## src/rtl/pic_pkg.sv

```systemverilog
package pic_pkg;
  // Command byte field positions (wr_sel = 0)
  localparam int CMD_INIT_BIT = 4;
  localparam int CMD_EOI_BIT  = 5;

  typedef enum logic [1:0] {
    CFG_RUN  = 2'd0,
    CFG_BASE = 2'd1,
    CFG_CASC = 2'd2
  } cfg_state_e;
endpackage

```

## src/rtl/pic_cfg.sv

```systemverilog
module pic_cfg
  import pic_pkg::*;
#(
  parameter int NUM_LVL = 8,
  parameter int VEC_W   = 8,
  localparam int LVL_W  = $clog2(NUM_LVL),
  localparam int BASE_W = VEC_W - LVL_W
) (
  input  logic               clk,
  input  logic               rst_n,
  input  logic               wr_en,
  input  logic               wr_sel,
  input  logic [VEC_W-1:0]   wr_data,
  output logic [BASE_W-1:0]  base,
  output logic [NUM_LVL-1:0] casc_cfg,
  output logic [NUM_LVL-1:0] mask,
  output logic               ready,
  output logic               init_clr,
  output logic               eoi
);
  cfg_state_e                state_q, state_d;
  logic [BASE_W-1:0]         base_d;
  logic [NUM_LVL-1:0]        casc_d, mask_d;
  logic                      cmd_wr, data_wr;

  assign cmd_wr   = wr_en && !wr_sel;
  assign data_wr  = wr_en && wr_sel;
  assign init_clr = cmd_wr && wr_data[CMD_INIT_BIT];
  assign eoi      = cmd_wr && !wr_data[CMD_INIT_BIT] && wr_data[CMD_EOI_BIT]
                    && (state_q == CFG_RUN);
  assign ready    = (state_q == CFG_RUN);

  always_comb begin
    state_d = state_q;
    base_d  = base;
    casc_d  = casc_cfg;
    mask_d  = mask;
    if (init_clr) begin
      state_d = CFG_BASE;
      mask_d  = '0;
    end else if (data_wr) begin
      unique case (state_q)
        CFG_BASE: begin
          base_d  = wr_data[VEC_W-1:LVL_W];
          state_d = CFG_CASC;
        end
        CFG_CASC: begin
          casc_d  = wr_data[NUM_LVL-1:0];
          state_d = CFG_RUN;
        end
        default: mask_d = wr_data[NUM_LVL-1:0];
      endcase
    end
  end

  always_ff @(posedge clk or negedge rst_n) begin
    if (!rst_n) begin
      state_q  <= CFG_RUN;
      base     <= '0;
      casc_cfg <= '0;
      mask     <= '1;
    end else begin
      state_q  <= state_d;
      base     <= base_d;
      casc_cfg <= casc_d;
      mask     <= mask_d;
    end
  end

  // a data write during the sequence never touches the mask
  p_seq_keeps_mask_r2: assert property (@(posedge clk) disable iff (!rst_n)
    (data_wr && !init_clr && state_q != CFG_RUN) |=> $stable(mask));
endmodule

```

## src/rtl/pic_prio.sv

```systemverilog
module pic_prio #(
  parameter int NUM_LVL = 8,
  localparam int LVL_W  = $clog2(NUM_LVL)
) (
  input  logic               clk,
  input  logic               rst_n,
  input  logic               ready,
  input  logic [NUM_LVL-1:0] irr,
  input  logic [NUM_LVL-1:0] isr,
  input  logic [NUM_LVL-1:0] mask,
  output logic               int_req,
  output logic [LVL_W-1:0]   win_lvl
);
  logic [NUM_LVL-1:0] pend;
  logic               hp_ok, hs_ok;
  logic [LVL_W-1:0]   hp, hs;

  always_comb begin
    pend  = irr & ~mask;
    hp_ok = 1'b0;
    hp    = '0;
    hs_ok = 1'b0;
    hs    = '0;
    for (int i = NUM_LVL - 1; i >= 0; i--) begin
      if (pend[i]) begin
        hp_ok = 1'b1;
        hp    = LVL_W'(i);
      end
      if (isr[i]) begin
        hs_ok = 1'b1;
        hs    = LVL_W'(i);
      end
    end
    win_lvl = hp;
    int_req = ready && hp_ok && (!hs_ok || (hp < hs));
  end

  // a masked level never wins
  p_win_unmasked_r4: assert property (@(posedge clk) disable iff (!rst_n)
    int_req |-> (!mask[win_lvl] && irr[win_lvl]));
  // the winner is never already in service
  p_win_not_active_r3: assert property (@(posedge clk) disable iff (!rst_n)
    int_req |-> !isr[win_lvl]);
endmodule

```

## src/rtl/pic_core.sv

```systemverilog
module pic_core #(
  parameter int NUM_LVL = 8,
  parameter int VEC_W   = 8,
  localparam int LVL_W  = $clog2(NUM_LVL),
  localparam int BASE_W = VEC_W - LVL_W
) (
  input  logic               clk,
  input  logic               rst_n,
  input  logic               is_master,
  input  logic [NUM_LVL-1:0] irq_in,
  input  logic               inta,
  input  logic [LVL_W-1:0]   cas_in,
  input  logic               cas_valid_in,
  input  logic               init_clr,
  input  logic               eoi,
  input  logic               int_req,
  input  logic [LVL_W-1:0]   win_lvl,
  input  logic [BASE_W-1:0]  base,
  input  logic [NUM_LVL-1:0] casc_cfg,
  output logic [NUM_LVL-1:0] irr,
  output logic [NUM_LVL-1:0] isr,
  output logic [VEC_W-1:0]   vec_out,
  output logic               vec_valid,
  output logic [LVL_W-1:0]   cas_out,
  output logic               cas_valid_out
);
  logic [NUM_LVL-1:0] irq_prev, rise, win_bit, eoi_bit;
  logic [NUM_LVL-1:0] irr_d, isr_d;
  logic               take, to_slave, id_match;
  logic [VEC_W-1:0]   vec_d;
  logic [LVL_W-1:0]   cas_d;

  assign id_match = cas_valid_in && (cas_in == casc_cfg[LVL_W-1:0]);
  assign take     = int_req && (is_master ? inta : id_match);
  assign to_slave = is_master && casc_cfg[win_lvl];
  assign rise     = irq_in & ~irq_prev;
  assign win_bit  = take ? (NUM_LVL'(1) << win_lvl) : '0;
  assign eoi_bit  = eoi ? (isr & (~isr + NUM_LVL'(1))) : '0;

  always_comb begin
    if (init_clr) begin
      irr_d = '0;
      isr_d = '0;
    end else begin
      irr_d = (irr & ~win_bit) | rise;
      isr_d = (isr & ~eoi_bit) | win_bit;
    end
    vec_d = (take && !to_slave) ? {base, win_lvl} : vec_out;
    cas_d = (take && to_slave) ? win_lvl : cas_out;
  end

  always_ff @(posedge clk or negedge rst_n) begin
    if (!rst_n) begin
      irq_prev      <= '0;
      irr           <= '0;
      isr           <= '0;
      vec_out       <= '0;
      vec_valid     <= 1'b0;
      cas_out       <= '0;
      cas_valid_out <= 1'b0;
    end else begin
      irq_prev      <= irq_in;
      irr           <= irr_d;
      isr           <= isr_d;
      vec_out       <= vec_d;
      vec_valid     <= take && !to_slave && !init_clr;
      cas_out       <= cas_d;
      cas_valid_out <= take && to_slave && !init_clr;
    end
  end

  // a vector always comes with some level in service
  p_vec_has_isr_r5: assert property (@(posedge clk) disable iff (!rst_n)
    vec_valid |-> (isr != '0));
  // cascade output and vector never coincide, and only a master cascades
  p_vec_cas_excl_r6: assert property (@(posedge clk) disable iff (!rst_n)
    !(vec_valid && cas_valid_out));
  p_cas_master_r6: assert property (@(posedge clk) disable iff (!rst_n)
    cas_valid_out |-> is_master);
  // end-of-interrupt retires exactly one in-service level
  p_eoi_one_r8: assert property (@(posedge clk) disable iff (!rst_n)
    (eoi && !take && !init_clr && isr != '0) |=>
      ($countones(isr) == $countones($past(isr)) - 1));
endmodule

```

## src/rtl/pic_cascade_top.sv

```systemverilog
module pic_cascade_top #(
  parameter int NUM_LVL = 8,
  parameter int VEC_W   = 8,
  localparam int LVL_W  = $clog2(NUM_LVL),
  localparam int BASE_W = VEC_W - LVL_W
) (
  input  logic               clk,
  input  logic               rst_n,
  input  logic               is_master,
  input  logic               wr_en,
  input  logic               wr_sel,
  input  logic [VEC_W-1:0]   wr_data,
  input  logic [NUM_LVL-1:0] irq_in,
  input  logic               inta,
  input  logic [LVL_W-1:0]   cas_in,
  input  logic               cas_valid_in,
  output logic               int_out,
  output logic [VEC_W-1:0]   vec_out,
  output logic               vec_valid,
  output logic [LVL_W-1:0]   cas_out,
  output logic               cas_valid_out
);
  logic [1:0]         rst_pipe;
  logic               srst_n;
  logic [BASE_W-1:0]  base;
  logic [NUM_LVL-1:0] casc_cfg, mask, irr, isr;
  logic               ready, init_clr, eoi, int_req;
  logic [LVL_W-1:0]   win_lvl;

  always_ff @(posedge clk or negedge rst_n) begin
    if (!rst_n) rst_pipe <= '0;
    else        rst_pipe <= {rst_pipe[0], 1'b1};
  end
  assign srst_n = rst_pipe[1];

  pic_cfg #(.NUM_LVL(NUM_LVL), .VEC_W(VEC_W)) u_cfg (
    .clk(clk), .rst_n(srst_n), .wr_en(wr_en), .wr_sel(wr_sel),
    .wr_data(wr_data), .base(base), .casc_cfg(casc_cfg), .mask(mask),
    .ready(ready), .init_clr(init_clr), .eoi(eoi)
  );

  pic_prio #(.NUM_LVL(NUM_LVL)) u_prio (
    .clk(clk), .rst_n(srst_n), .ready(ready), .irr(irr), .isr(isr),
    .mask(mask), .int_req(int_req), .win_lvl(win_lvl)
  );

  pic_core #(.NUM_LVL(NUM_LVL), .VEC_W(VEC_W)) u_core (
    .clk(clk), .rst_n(srst_n), .is_master(is_master), .irq_in(irq_in),
    .inta(inta), .cas_in(cas_in), .cas_valid_in(cas_valid_in),
    .init_clr(init_clr), .eoi(eoi), .int_req(int_req), .win_lvl(win_lvl),
    .base(base), .casc_cfg(casc_cfg), .irr(irr), .isr(isr),
    .vec_out(vec_out), .vec_valid(vec_valid), .cas_out(cas_out),
    .cas_valid_out(cas_valid_out)
  );

  assign int_out = int_req;

  // no request leaves the unit while configuration is incomplete
  p_int_ready_r2: assert property (@(posedge clk) disable iff (!srst_n)
    int_out |-> ready);
  // an acknowledge with no request yields no response
  p_idle_ack_r9: assert property (@(posedge clk) disable iff (!srst_n)
    (is_master && inta && !int_out) |=> (!vec_valid && !cas_valid_out));
endmodule

```

## config.mk

```make
export PLATFORM = sky130hd
export DESIGN_NAME = pic_cascade_top
export DESIGN_NICKNAME = d
export VERILOG_FILES = /design/src/rtl/pic_pkg.sv /design/src/rtl/pic_cfg.sv /design/src/rtl/pic_prio.sv /design/src/rtl/pic_core.sv /design/src/rtl/pic_cascade_top.sv
export SDC_FILE = /design/constraint.sdc
export NUM_CORES = 1
export LEC_CHECK = 0
export BUFFER_PORTS_ARGS = -buffer_cell sky130_fd_sc_hd__buf_2
export CAP_MARGIN = 20
export CORE_ASPECT_RATIO = 1.2
export CORE_UTILIZATION = 30
export CTS_BUF_LIST = sky130_fd_sc_hd__clkbuf_8 sky130_fd_sc_hd__clkbuf_16
export CTS_CLUSTER_SIZE = 24
export DETAILED_ROUTE_END_ITERATION = 7
export PLACE_DENSITY = 0.55
export SLEW_MARGIN = 20
export SYNTH_ARGS = -nofsm -noshare
export SYNTH_HDL_FRONTEND = slang
export SYNTH_SLANG_ARGS = --single-unit
```

## constraint.sdc

```tcl
create_clock -name clk -period 4.25 [get_ports clk]
set_input_delay 0.85 -clock clk [delete_from_list [all_inputs] [get_ports clk]]
set_output_delay 0.85 -clock clk [all_outputs]
set_load 0.005 [all_outputs]
```

==> flow_summary.json <==
{
  "status": "finished clean",
  "yosys_warnings": 0,
  "ys.flop_type": "dfrtp_1",
  "cts_resized": 0,
  "grt_max_degree": 61,
  "ys_seq_area_frac": 0.521,
  "die_height_um": 111,
  "cts_setup_buffers": 0,
  "crit_fanout": 9,
  "r2r_slack_ps": 1020,
  "antenna_found_initial": 0,
  "async_flop_share": 1.00,
  "final_common_cell": "dfrtp_1",
  "fin_crit_sh": 0.834,
  "slowest_stage": "dfstp_2",
  "worstSetupStartpointType": "register",
  "clock_tree.root_cell": "clkbuf_16",
  "final_cell_mix": "53 x dfrtp_1, 39 x buf_2, 17 x a21oi_1, 16 x mux2_2, 14 x nand2_1",
  "synthesis.nets": 290,
  "antenna_cells": 0,
  "power_leakage_nw": 1.57,
  "fmax_ghz": 0.282,
  "grt.overflow.total": 0,
  "grt_first_pass_wirelength_um": 11100,
  "numCtsBuffers": 9,
  "die_area_mm2": 0.0104,
  "max_stage_delay_ps": 530,
  "syn_area_mm2": 0.00300,
  "hold_ws_ps": 300,
  "fin_cells": 433,
  "ys_types": 54,
  "syn_area_per_cell_um2": 11.5,
  "post-route-min-period_ps": 3540,
  "p_total_mw": 2.53,
  "cpLargestDelayFamily": "compound AO/OA/AOI/OAI gates",
  "std_cell_rows": 39,
  "layout-drive-gt1-share": 0.332,
  "syn_to_final_growth_pct": 20.5,
  "drtIter0Drc": 66,
  "peakVddDrop_mv": 0.224,
  "start_util": 0.312,
  "path_clk_slew_ps": 50,
  "finalHoldViolCount": 0,
  "endpoint": "int_out",
  "crit_type": "reg2out",
  "worstPathArrival_ps": 2690,
  "path_cells": "nand2b_4, and2_1, and3_1, ha_1, a22oi_2, o311a_1, o31a_1, buf_2",
  "startpoint": "u_cfg.mask[3]",
  "r2r_cells": 9,
  "maxCapViolCount": 0,
  "grt_pass1_vias": 2186,
  "ctsHoldBuffers": 0,
  "cts_buffer_depth": 2,
  "pre_cts_ws_ps": 1040,
  "hpwl_um": 5050,
  "vias": 2191,
  "place.gp.congestion": 0.802,
  "ant_nets": 0,
  "fillerInstances": 956,
  "dieWidth_um": 93.2,
  "io_buffers": 39,
  "rsz0062_at_grt": "no",
  "cts_tree": "yes",
  "crit_buf_inv": 1,
  "clock_skew_ps": 6.15,
  "cp_num_cells": 8,
  "p_per_area_mw_per_mm2": 701,
  "finalSetupViolations": 0,
  "rr_startpoint": "u_cfg.mask[3]",
  "required_ps": 3400,
  "drc": 0,
  "synth_cells": 260,
  "ioPinCount": 40,
  "worst_setup_path_end_kind": "output port",
  "setup_slack_ps": 707,
  "rr_endpoint": "u_core.vec_out[3]",
  "routedWlPerCell_um": 15.5,
  "drt_first_pass_iters": 4,
  "setup_tns_ps": 0,
  "timing.final.max_slew_violations": 0,
  "synth-edff-count": 0,
  "nets": 335,
  "hp-class": "in2async",
  "drt_wl_total_um": 6690,
  "cts.htree.levels": 3,
  "core_mm2": 0.00961,
  "grt_util_all_layers": 0.143,
  "avgViaCountPerCell": 5.06,
  "cts_sinks": 62,
  "worst_pin_slew_ps": 888,
  "post-place-cells": 417,
  "synth_seq_cells": 62,
  "clkLatencyLatePin_ps": 330,
  "max_slew_margin": 0.400
}
[layer usage]
layer | part of all wire | up-vias | track usage
met4 | 0.025 | 0 | 0.0708
met5 | 0 | - | 0
li1 | - | 1052 | -
met3 | 0.039 | 11 | 0.0362
met1 | 0.44 | 1081 | 0.179
met2 | 0.49 | 47 | 0.226
[worst register-to-register path: cells and delay by family (launching register included)]
family                     cells  cell delay (ps)
AOI/OAI and AO/OA              3             1160
adders and majority gates      1              280
DFF                            1              530
muxes                          1              360
and+or+nand+nor                4              800
[logic make-up after synthesis]
family | share of synthesized area
flops | 0.521
fa+ha+maj | 0.0167
buf+inv | 0.0150
other cells | 0.00125
simple gates | 0.177
mux | 0.100
compound gates | 0.160
xor+xnor | 0.00877
[worst min path at each step]
stage / to / slack (ps) / cells after the start
6_report: rst_pipe[1] / 300 / 1
5_1_grt: rst_pipe[1] / 290 / 1
4_1_cts: rst_pipe[0] / 290 / 1
3_5_place_dp: rst_pipe[1] / 340 / 0
3_3_place_gp: rst_pipe[1] / 340 / 0
2_1_floorplan: rst_pipe[1] / 330 / 0
[stage by stage]
step | instance area [µm²] | utilization
global placement | 3340 | 0.347
CTS | 3610 | 0.376
global route | 3610 | 0.376
detailed placement | 3340 | 0.347
finish | 3610 | 0.376
floorplan | 3000 | -
[state kept, by name, summed over array words and instances, names as in the netlist]
| name | flops |
|---|---|
| rst_pipe | 2 |
| u_cfg.base | 5 |
| u_cfg.casc_cfg | 8 |
| u_cfg.mask | 8 |
| u_cfg.state_q | 2 |
| u_core.cas_out | 3 |
| u_core.cas_valid_out | 1 |
| u_core.irq_prev | 8 |
| u_core.irr | 8 |
| u_core.isr | 8 |
| u_core.vec_out | 8 |
| u_core.vec_valid | 1 |
[cell type report]
| type | count | area, µm² | share of cell area |
|---|---|---|---|
| well taps | 123 | 154 | 0.0426 |
| repair buffers | 41 | 210 | 0.0582 |
| clock inverters | 6 | 37.5 | 0.0104 |
| inverters | 5 | 18.8 | 0.00520 |
| multi-input cells | 186 | 1390 | 0.385 |
| flip-flops and latches | 62 | 1560 | 0.433 |
| clock buffers | 10 | 239 | 0.0662 |
[power by group]
group          total (mW)  switching [mW]  internal [mW]
Clock               0.665           0.259          0.406
Combinational       0.926           0.484          0.442
Sequential          0.942           0.143          0.799
Total                2.53           0.886           1.65
[Yosys cell counts, drive strengths merged (4+ instances only)]
| cell | number | area (µm²) |
|---|---|---|
| nand3 | 10 | 50.1 |
| mux2 | 24 | 300 |
| nand4 | 5 | 46.3 |
| o31ai | 4 | 30.0 |
| nor2 | 13 | 48.8 |
| dfrtp | 54 | 1350 |
| inv | 5 | 18.8 |
| nand2b | 16 | 140 |
| clkbuf | 7 | 26.3 |
| dfstp | 8 | 210 |
| o21ai | 13 | 65.1 |
| ha | 4 | 50.1 |
| a21oi | 17 | 85.1 |
| nor3 | 4 | 20.0 |
| a22o | 9 | 78.8 |
| or3 | 4 | 25.0 |
| nand2 | 15 | 63.8 |
(Power assumes the default switching activity.)
